<file path="src/rtl/sym_round_pkg.sv">
package sym_round_pkg;

  // Which bias the rounding adder uses for the current sample.
  typedef enum logic {
    BIAS_NONNEG = 1'b0,
    BIAS_NEG    = 1'b1
  } bias_sel_e;

endpackage

</file>
<file path="src/rtl/rnd_half_away.sv">
module rnd_half_away
  import sym_round_pkg::*;
#(
  parameter int IN_W   = 19,
  parameter int FRAC_W = 3,
  localparam int OUT_W = IN_W - FRAC_W
) (
  input  logic [IN_W-1:0] din,
  output logic [OUT_W:0]  qwide
);

  localparam int EXT_W = IN_W + 1;
  localparam logic [EXT_W-1:0] HALF     = EXT_W'(1) << (FRAC_W - 1);
  localparam logic [EXT_W-1:0] HALF_M1  = HALF - EXT_W'(1);

  bias_sel_e        sel;
  logic [EXT_W-1:0] ext;
  logic [EXT_W-1:0] bias;
  logic [EXT_W-1:0] sum;

  always_comb begin
    sel = din[IN_W-1] ? BIAS_NEG : BIAS_NONNEG;
    ext = {din[IN_W-1], din};
    // Half-away-from-zero: +half for non-negative, (half-1) then floor for negative.
    bias = (sel == BIAS_NEG) ? HALF_M1 : HALF;
    sum  = ext + bias;
    qwide = sum[EXT_W-1:FRAC_W];
  end

endmodule

</file>
<file path="src/rtl/rnd_clamp.sv">
module rnd_clamp #(
  parameter int OUT_W = 16
) (
  input  logic [OUT_W:0]   qwide,
  output logic [OUT_W-1:0] qsat
);

  localparam logic [OUT_W-1:0] POS_MAX = {1'b0, {(OUT_W-1){1'b1}}};

  logic pos_over;

  always_comb begin
    // Non-negative wide value whose narrow sign bit is set: positive overflow.
    pos_over = ~qwide[OUT_W] & qwide[OUT_W-1];
    qsat     = pos_over ? POS_MAX : qwide[OUT_W-1:0];
  end

endmodule

</file>
<file path="src/rtl/rnd_out_stage.sv">
module rnd_out_stage #(
  parameter int W = 16
) (
  input  logic         clk,
  input  logic         rst,
  input  logic         load,
  input  logic [W-1:0] d,
  output logic         vld_q,
  output logic [W-1:0] q
);

  always_ff @(posedge clk) begin
    if (rst) begin
      vld_q <= 1'b0;
      q     <= '0;
    end else begin
      vld_q <= load;
      if (load) q <= d;
    end
  end

endmodule

</file>
<file path="src/rtl/sym_round_sat.sv">
module sym_round_sat #(
  parameter int IN_W   = 19,
  parameter int FRAC_W = 3,
  localparam int OUT_W = IN_W - FRAC_W
) (
  input  logic             clk,
  input  logic             rst,
  input  logic             in_valid,
  input  logic [IN_W-1:0]  in_data,
  output logic             out_valid,
  output logic [OUT_W-1:0] out_data
);

  logic [OUT_W:0]   q_wide;
  logic [OUT_W-1:0] q_sat;

  rnd_half_away #(.IN_W(IN_W), .FRAC_W(FRAC_W)) u_round (
    .din   (in_data),
    .qwide (q_wide)
  );

  rnd_clamp #(.OUT_W(OUT_W)) u_clamp (
    .qwide (q_wide),
    .qsat  (q_sat)
  );

  rnd_out_stage #(.W(OUT_W)) u_out (
    .clk   (clk),
    .rst   (rst),
    .load  (in_valid),
    .d     (q_sat),
    .vld_q (out_valid),
    .q     (out_data)
  );

endmodule

</file>
<file path="config.mk">
export PLATFORM = sky130hd
export DESIGN_NAME = sym_round_sat
export DESIGN_NICKNAME = d
export VERILOG_FILES = /design/src/rtl/sym_round_pkg.sv /design/src/rtl/rnd_half_away.sv /design/src/rtl/rnd_clamp.sv /design/src/rtl/rnd_out_stage.sv /design/src/rtl/sym_round_sat.sv
export SDC_FILE = /design/constraint.sdc
export NUM_CORES = 1
export LEC_CHECK = 0
export ABC_AREA = 1
export BUFFER_PORTS_ARGS = -buffer_cell sky130_fd_sc_hd__buf_2
export CAP_MARGIN = 30
export CORE_ASPECT_RATIO = 1.5
export CORE_UTILIZATION = 35
export CTS_CLUSTER_DIAMETER = 80
export DETAILED_ROUTE_END_ITERATION = 10
export PLACE_DENSITY = 0.54
export SYNTH_ARGS = -nofsm -noshare
export SYNTH_HDL_FRONTEND = slang
export SYNTH_HIERARCHICAL = 1
export SYNTH_SLANG_ARGS = --single-unit
</file>
<file path="constraint.sdc">
create_clock -name clk -period 2.3 [get_ports clk]
set_clock_uncertainty 0.1 [all_clocks]
set_input_delay 0.23 -clock clk [delete_from_list [all_inputs] [get_ports clk]]
set_output_delay 0.23 -clock clk [all_outputs]
set_load 0.01 [all_outputs]
</file>
==> metrics, run 1 <==
Design Power=about 760 uW; critical path class=in2reg; Final period util=approximately 80%; Resized cells post-CTS=0; CTS Sinks=17; Die Footprint=4520 um2; CP top delay family=simple AND/OR/NAND/NOR gates; Critical Path Source Type=primary input; Slew Limit Fails=0; CORE AREA=3990 um2; drt total wl=2.98 mm; outcome=complete, no violations; Clock power frac=between 20% and 30%; internal cell power=approximately 520 uW; setup TNS=0 ps; CTS tree=built; setup bufs post-CTS=0; Max FO, Critical Path=15; clock latency on the worst-skew pair=240 ps; total congestion overflow=0; crit-path max cell delay=~300 ps; initial antenna violation count=0; Seq/Total Area, Yosys=a little under a quarter; slew margin rel.=57.7%; most used cell, CP=nand2_1; initial DRC count=30; Synth warnings=6; FF+latch count, synth=17; # setup viols final=0; vias in the first global route=1,303; Clock Path Buffers=2; average size of a mapped cell=a little under 6 um2; DR DRC count=0; Placer Congestion=slightly below 0.9; row cnt=28; Peak VDD IR=~0.00037 V; Netlist cell types=23; Die W=55.3 um; Routed WL per cell=roughly 8.9 um; WP buf/inv=4; Critical Path AT=between 1500 and 2000 ps; Worst-Margin Slew=approximately 630 ps; routed via count=~1,400; pwr/cell area=roughly 450 nW/um2; Sequential Power Share=between 40% and 50%; I/O pin count=39; Setup crit end kind=flip-flop; cts bufs inserted=3; CP Cell Sequence=buf_2 -> inv_1 -> ha_1 -> nand2_1 -> nor2_1 -> nor2_4 -> inv_1 -> nand2_1 -> nand2_1 -> nand2_1 -> nand2_4 -> nand2_1 -> inv_1 -> nand2_2 -> nand2_1 -> nor2_2; Inserted Diodes=0; slowest CP cell=ha_1; HPWL after DPL=around 2.5 mm; proportion of layout cells with a drive suffix above 1=between 20 and 25%; first-pass GRT wire length=between 5 and 6 mm; worst min-delay path class=in2reg; Tot GR Track Use=between 10% and 20%; Area growth syn-to-layout=14.1%; Worst-path clk slew=approximately 60 ps; Worst EP required=2340 ps; Final min period=1850 ps; unrepaired setup endpoints after global routing=no; fmax=roughly 0.54 GHz; Post-Syn Area=1490 um2; Mapped Cells=around 260; Comb pwr share=roughly 28%; Die Height=roughly 82 um; number of max-cap violations=0; Sw Ratio=~31%; Root Driver=clkbuf_8; Routed Antenna Nets=0; Nets=roughly 320; Final Hold Fails=0; largest net degree at the start of global routing=34; DR pass1 iterations=4; IO Port Bufs=38; net switching power=approximately 240 uW; drt via density=around 4.3; Synth Net Count=280; leak pwr=about 1.1 nW; Initial Util=a little under two fifths; # H-tree levels=1; # hold bufs at CTS=0
-- state kept, by name, summed over array words and instances (netlist names) --
name and flops:
u_out/q 16, u_out/vld_q 1
-- layer usage --
metal | vias up | GRT usage (%) | wire length, um
met5 | - | 0 | 0
met4 | 0 | 6.00 | 34
met3 | 2 | 1.57 | 88
met2 | 28 | 28.0 | 1460
met1 | 585 | 16.6 | 1400
li1 | 817 | - | -
-- area by class of cell --
class                   instances  area [um2]
clock buffers                   4        45.0
inverters                      50         188
well taps                      45        56.3
fillers                       488        2290
repair buffers                 38         190
multi-input cells             182         880
flip-flops and latches         17         340
-- logic make-up (layout without fill, tap and decap cells) --
kind of cell	Yosys count	in the layout	synth area share, %
AND/OR/NAND/NOR	173	173	53.8
adder cells (fa/ha/maj)	2	2	1.68
buffers and inverters	57	92	18.1
flip-flops	17	17	22.9
XOR/XNOR	5	5	2.94
AO/OA/AOI/OAI	2	2	0.672
-- synth_stat cells --
| library cell | instances | area [um2] |
|---|---|---|
| nor2_4 | 2 | 22.5 |
| nand2_2 | 12 | 75.1 |
| xnor2_1 | 2 | 17.5 |
| nand2_4 | 2 | 22.5 |
| nand3_1 | 5 | 25.0 |
| dfxtp_1 | 17 | 340 |
| ha_1 | 2 | 25.0 |
| nor2_2 | 12 | 75.1 |
| buf_6 | 3 | 33.8 |
| buf_4 | 1 | 7.51 |
| nand4_1 | 7 | 43.8 |
| buf_12 | 1 | 20.0 |
| a21oi_1 | 2 | 10.0 |
| buf_2 | 1 | 5.00 |
| nand2_1 | 88 | 330 |
| nor2_1 | 38 | 143 |
| inv_2 | 1 | 3.75 |
| inv_1 | 49 | 184 |
| nor2_8 | 1 | 20.0 |
| and2_1 | 1 | 6.26 |
| nand3b_1 | 5 | 37.5 |
| buf_8 | 1 | 15.0 |
| xor2_1 | 3 | 26.3 |
-- worst paths after layout --
path / endpoint / from / depth (start not counted) / slack [ps]
worst max-delay path: u_out/q[7] / in_data[18] / 16 / 450
worst min-delay path: u_out/vld_q / rst / 2 / 70
worst min register to register: u_out/q[11] / u_out/q[11] / 2 / 370
worst max register to register: u_out/q[10] / u_out/q[10] / 2 / 1600
-- stage by stage --
step | cell area (um2) | utilization (%) | setup WS (ps) | std cells | hold slack (ps)
floorplan | 1490 | - | 453 | 256 | 201
global placement | 1650 | 41.4 | 217 | 332 | 316
detailed placement | 1650 | 41.4 | 173 | 332 | 321
CTS | 1700 | 42.5 | 438 | 336 | 54.9
global route | 1700 | 42.5 | 214 | 336 | 62.2
finish | 1700 | 42.5 | 454 | 336 | 65.3
-- placed cells by master (no fill, tap or decap), drive strengths merged --
master  Yosys  final
a21oi       2      2
and2        1      1
buf         7     38
clkbuf      0      4
dfxtp      17     17
ha          2      2
inv        50     50
nand2     102    102
nand3       5      5
nand3b      5      5
nand4       7      7
nor2       53     53
xnor2       2      2
xor2        3      3
-- power by group through the flow --
stage	clock (mW)	combinational (mW)	sequential (mW)
global route	0.238	0.250	0.329
CTS	0.228	0.219	0.327
detailed placement	0	0.219	0.333
floorplan	0	0.147	0.345
finish	0.215	0.216	0.327
global placement	0	0.218	0.334
-- worst reg2reg max path, cell delays in order (launching register included) --
cell and delay [ps]:
dfxtp_1 320, nor2_1 130, nor2_2 50
Note: power is estimated with default switching activity, not from simulation.
==> run 2: changes to the inputs <==
Clock period 2.3 ns to 1.7 ns, I/O delays scaled along.
==> metrics, run 2 (synthesized netlist as in run 1, its figures left out) <==
leak pwr=1.15 nW (+6.7%); R2R depth=2 (unchanged); outcome=complete, no violations; commonest cells after routing, fill and taps aside=nand2_1, inv_1, buf_2; Min-Delay Path Depth=4 (+2); IO Port Bufs=38 (unchanged); Largest register FFs=16 (unchanged); Worst-path clk slew=60 ps (about the same); Initial Util=37.3% (unchanged); Area growth syn-to-layout=23.9%; CORE AREA=3990 um2 (unchanged); slowest CP cell=ha_1; Placement Cell Area=1770 um2 (+7.1%); Placer Congestion=0.764 (-12%); Reg with most FFs=u_out/q; total congestion overflow=0 (unchanged); Min Hold Slack=319 ps (+253 ps); Root Driver=clkbuf_8; # setup viols final=0 (unchanged); Critical Path AT=1640 ps (-250 ps); Final Hold Fails=0 (unchanged); Peak VDD IR=0.000512 V (+37%); RR Startpoint=u_out/q[6]; Inserted Diodes=0 (unchanged); HPWL after DPL=2.53 mm (+3.1%); Die W=55.3 um (unchanged); placed insts=344 (+3.6%); Crit. Startpoint=in_data[18]; CTS Sinks=17 (unchanged); proportion of layout cells with a drive suffix above 1=29.7% (+5.3 points); reg-to-reg endpoint=u_out/q[6]; first-pass GRT wire length=5.62 mm (+3.3%); Cell Count, Final, Fillers Out=351 (+4.5%); number of max-cap violations=0 (unchanged); CTS tree=built; Routed Antenna Nets=0 (unchanged); # H-tree levels=1 (unchanged); commonest non-fill, non-tap cell in the layout=nand2_1; DR pass1 iterations=4 (unchanged); Final Cell Area=1850 um2 (+8.6%); clock latency on the worst-skew pair=250 ps (about the same); pwr/cell area=578 nW/um2 (+30%); most used cell, CP=nand2_1; Die Footprint=4520 um2 (unchanged); drt via density=4.25 (-0.26%); critical path class=in2reg; Worst Hold Path EP=u_out/vld_q; Setup crit end kind=flip-flop; Critical Path Source Type=primary input; Tot GR Track Use=15.1% (+0.42 points); I/O pin count=39 (unchanged); Final min period=~1500 ps; Nets=331 (+4.7%); Worst-Margin Slew=369 ps (-265 ps); Slew Limit Fails=0 (unchanged); cts bufs inserted=3 (unchanged); row cnt=28 (unchanged); largest net degree at the start of global routing=34 (unchanged); drt total wl=3.17 mm (+6.1%); routed via count=1,492 (+4.2%); Worst EP required=1790 ps (-550 ps); Final period util=between 90% and 100%; top flop regs=u_out/q x16, u_out/vld_q x1; Die Height=81.9 um (unchanged); crit-path max cell delay=300 ps (about the same); Routed WL per cell=9.02 um (+1.6%); Max FO, Critical Path=7 (-8); min-delay src=in_valid; DR DRC count=0 (unchanged); R2R setup slack=1020 ps (-580 ps); Clock Path Buffers=2 (unchanged); initial DRC count=24 (-20%); slew margin rel.=75.4% (+18 points); vias in the first global route=1,310 (+0.54%); CP Cell Sequence=buf_2 -> ha_1 -> nand2_1 -> nor2_2 -> nor2_4 -> inv_2 -> nand2_1 -> nand2_1 -> inv_1 -> inv_1 -> nand2_2 -> nand2_1 -> inv_1 -> nand2_2 -> nand2_1 -> nor2_2; fmax=~0.65 GHz; setup TNS=0 ps (unchanged); worst min-delay path class=in2reg; initial antenna violation count=0 (unchanged)
-- run 2: cell count changes in the layout (fill, tap and decap cells not counted), sizes merged --
| cell | delta |
|---|---|
| nand2 | +1 |
| buf | +13 |
| dlygate4sd3 | +1 |
-- run 2: how the worst max path moves through the flow --
stage | slack, ps | cells past startpoint | to
2_1_floorplan | 2 | 16 | u_out/q[10]
3_3_place_gp | -140 | 16 | u_out/q[9]
3_5_place_dp | -170 | 17 | u_out/q[9]
4_1_cts | 100 | 17 | u_out/q[9]
5_1_grt | -10 | 17 | u_out/q[3]
6_report | 160 | 16 | u_out/q[2]
-- run 2: report_power, final --
| part | switching (mW) | leakage [nW] | internal [mW] | total [mW] |
|---|---|---|---|---|
| logic | 0.192 | 0.985 | 0.137 | 0.329 |
| clock network | 0.130 | 0.0228 | 0.166 | 0.297 |
| registers | 0.0126 | 0.142 | 0.429 | 0.442 |
| total | 0.335 | 1.15 | 0.732 | 1.07 |
-- run 2: repair_timing --
action | 4_1_cts | 5_1_grt
setup buffers | 0 | 1
endpoints found under the setup margin | 0 | 15
hold buffers | 1 | 0
endpoints found under the hold margin | 1 | 0
resized for setup | 0 | 3
-- run 2: layout make-up --
type / count / area, um2
Clock buffer: 4 / 45.0
Fill cell: 482 / 2150
Inverter: 50 / 188
Multi-Input combinational cell: 183 / 906
Sequential cell: 17 / 340
Tap cell: 45 / 56.3
Timing Repair Buffer: 52 / 310
-- run 2: critical path: cells and delay by family --
kind	cells	cell delay, ps
adders and majority gates	1	300
buffers and inverters	5	400
and+or+nand+nor	10	770
-- run 2: metal layers --
| layer | track usage (%) | vias to the layer above | share of wire, % |
|---|---|---|---|
| met5 | 0 | - | 0 |
| met4 | 7.50 | 0 | 1.7 |
| met3 | 1.73 | 5 | 3.9 |
| met2 | 27.1 | 34 | 49 |
| met1 | 17.8 | 610 | 45 |
| li1 | - | 843 | - |
-- run 2: through the flow --
step,power [mW],worst slack (ps),utilization (%)
after floorplan,0.670,2.19,-
after global placement,0.773,-137,44.4
after detailed placement,0.774,-169,44.4
after CTS,1.08,97.5,45.7
after global routing,1.15,-13.4,46.2
final,1.07,157,46.2
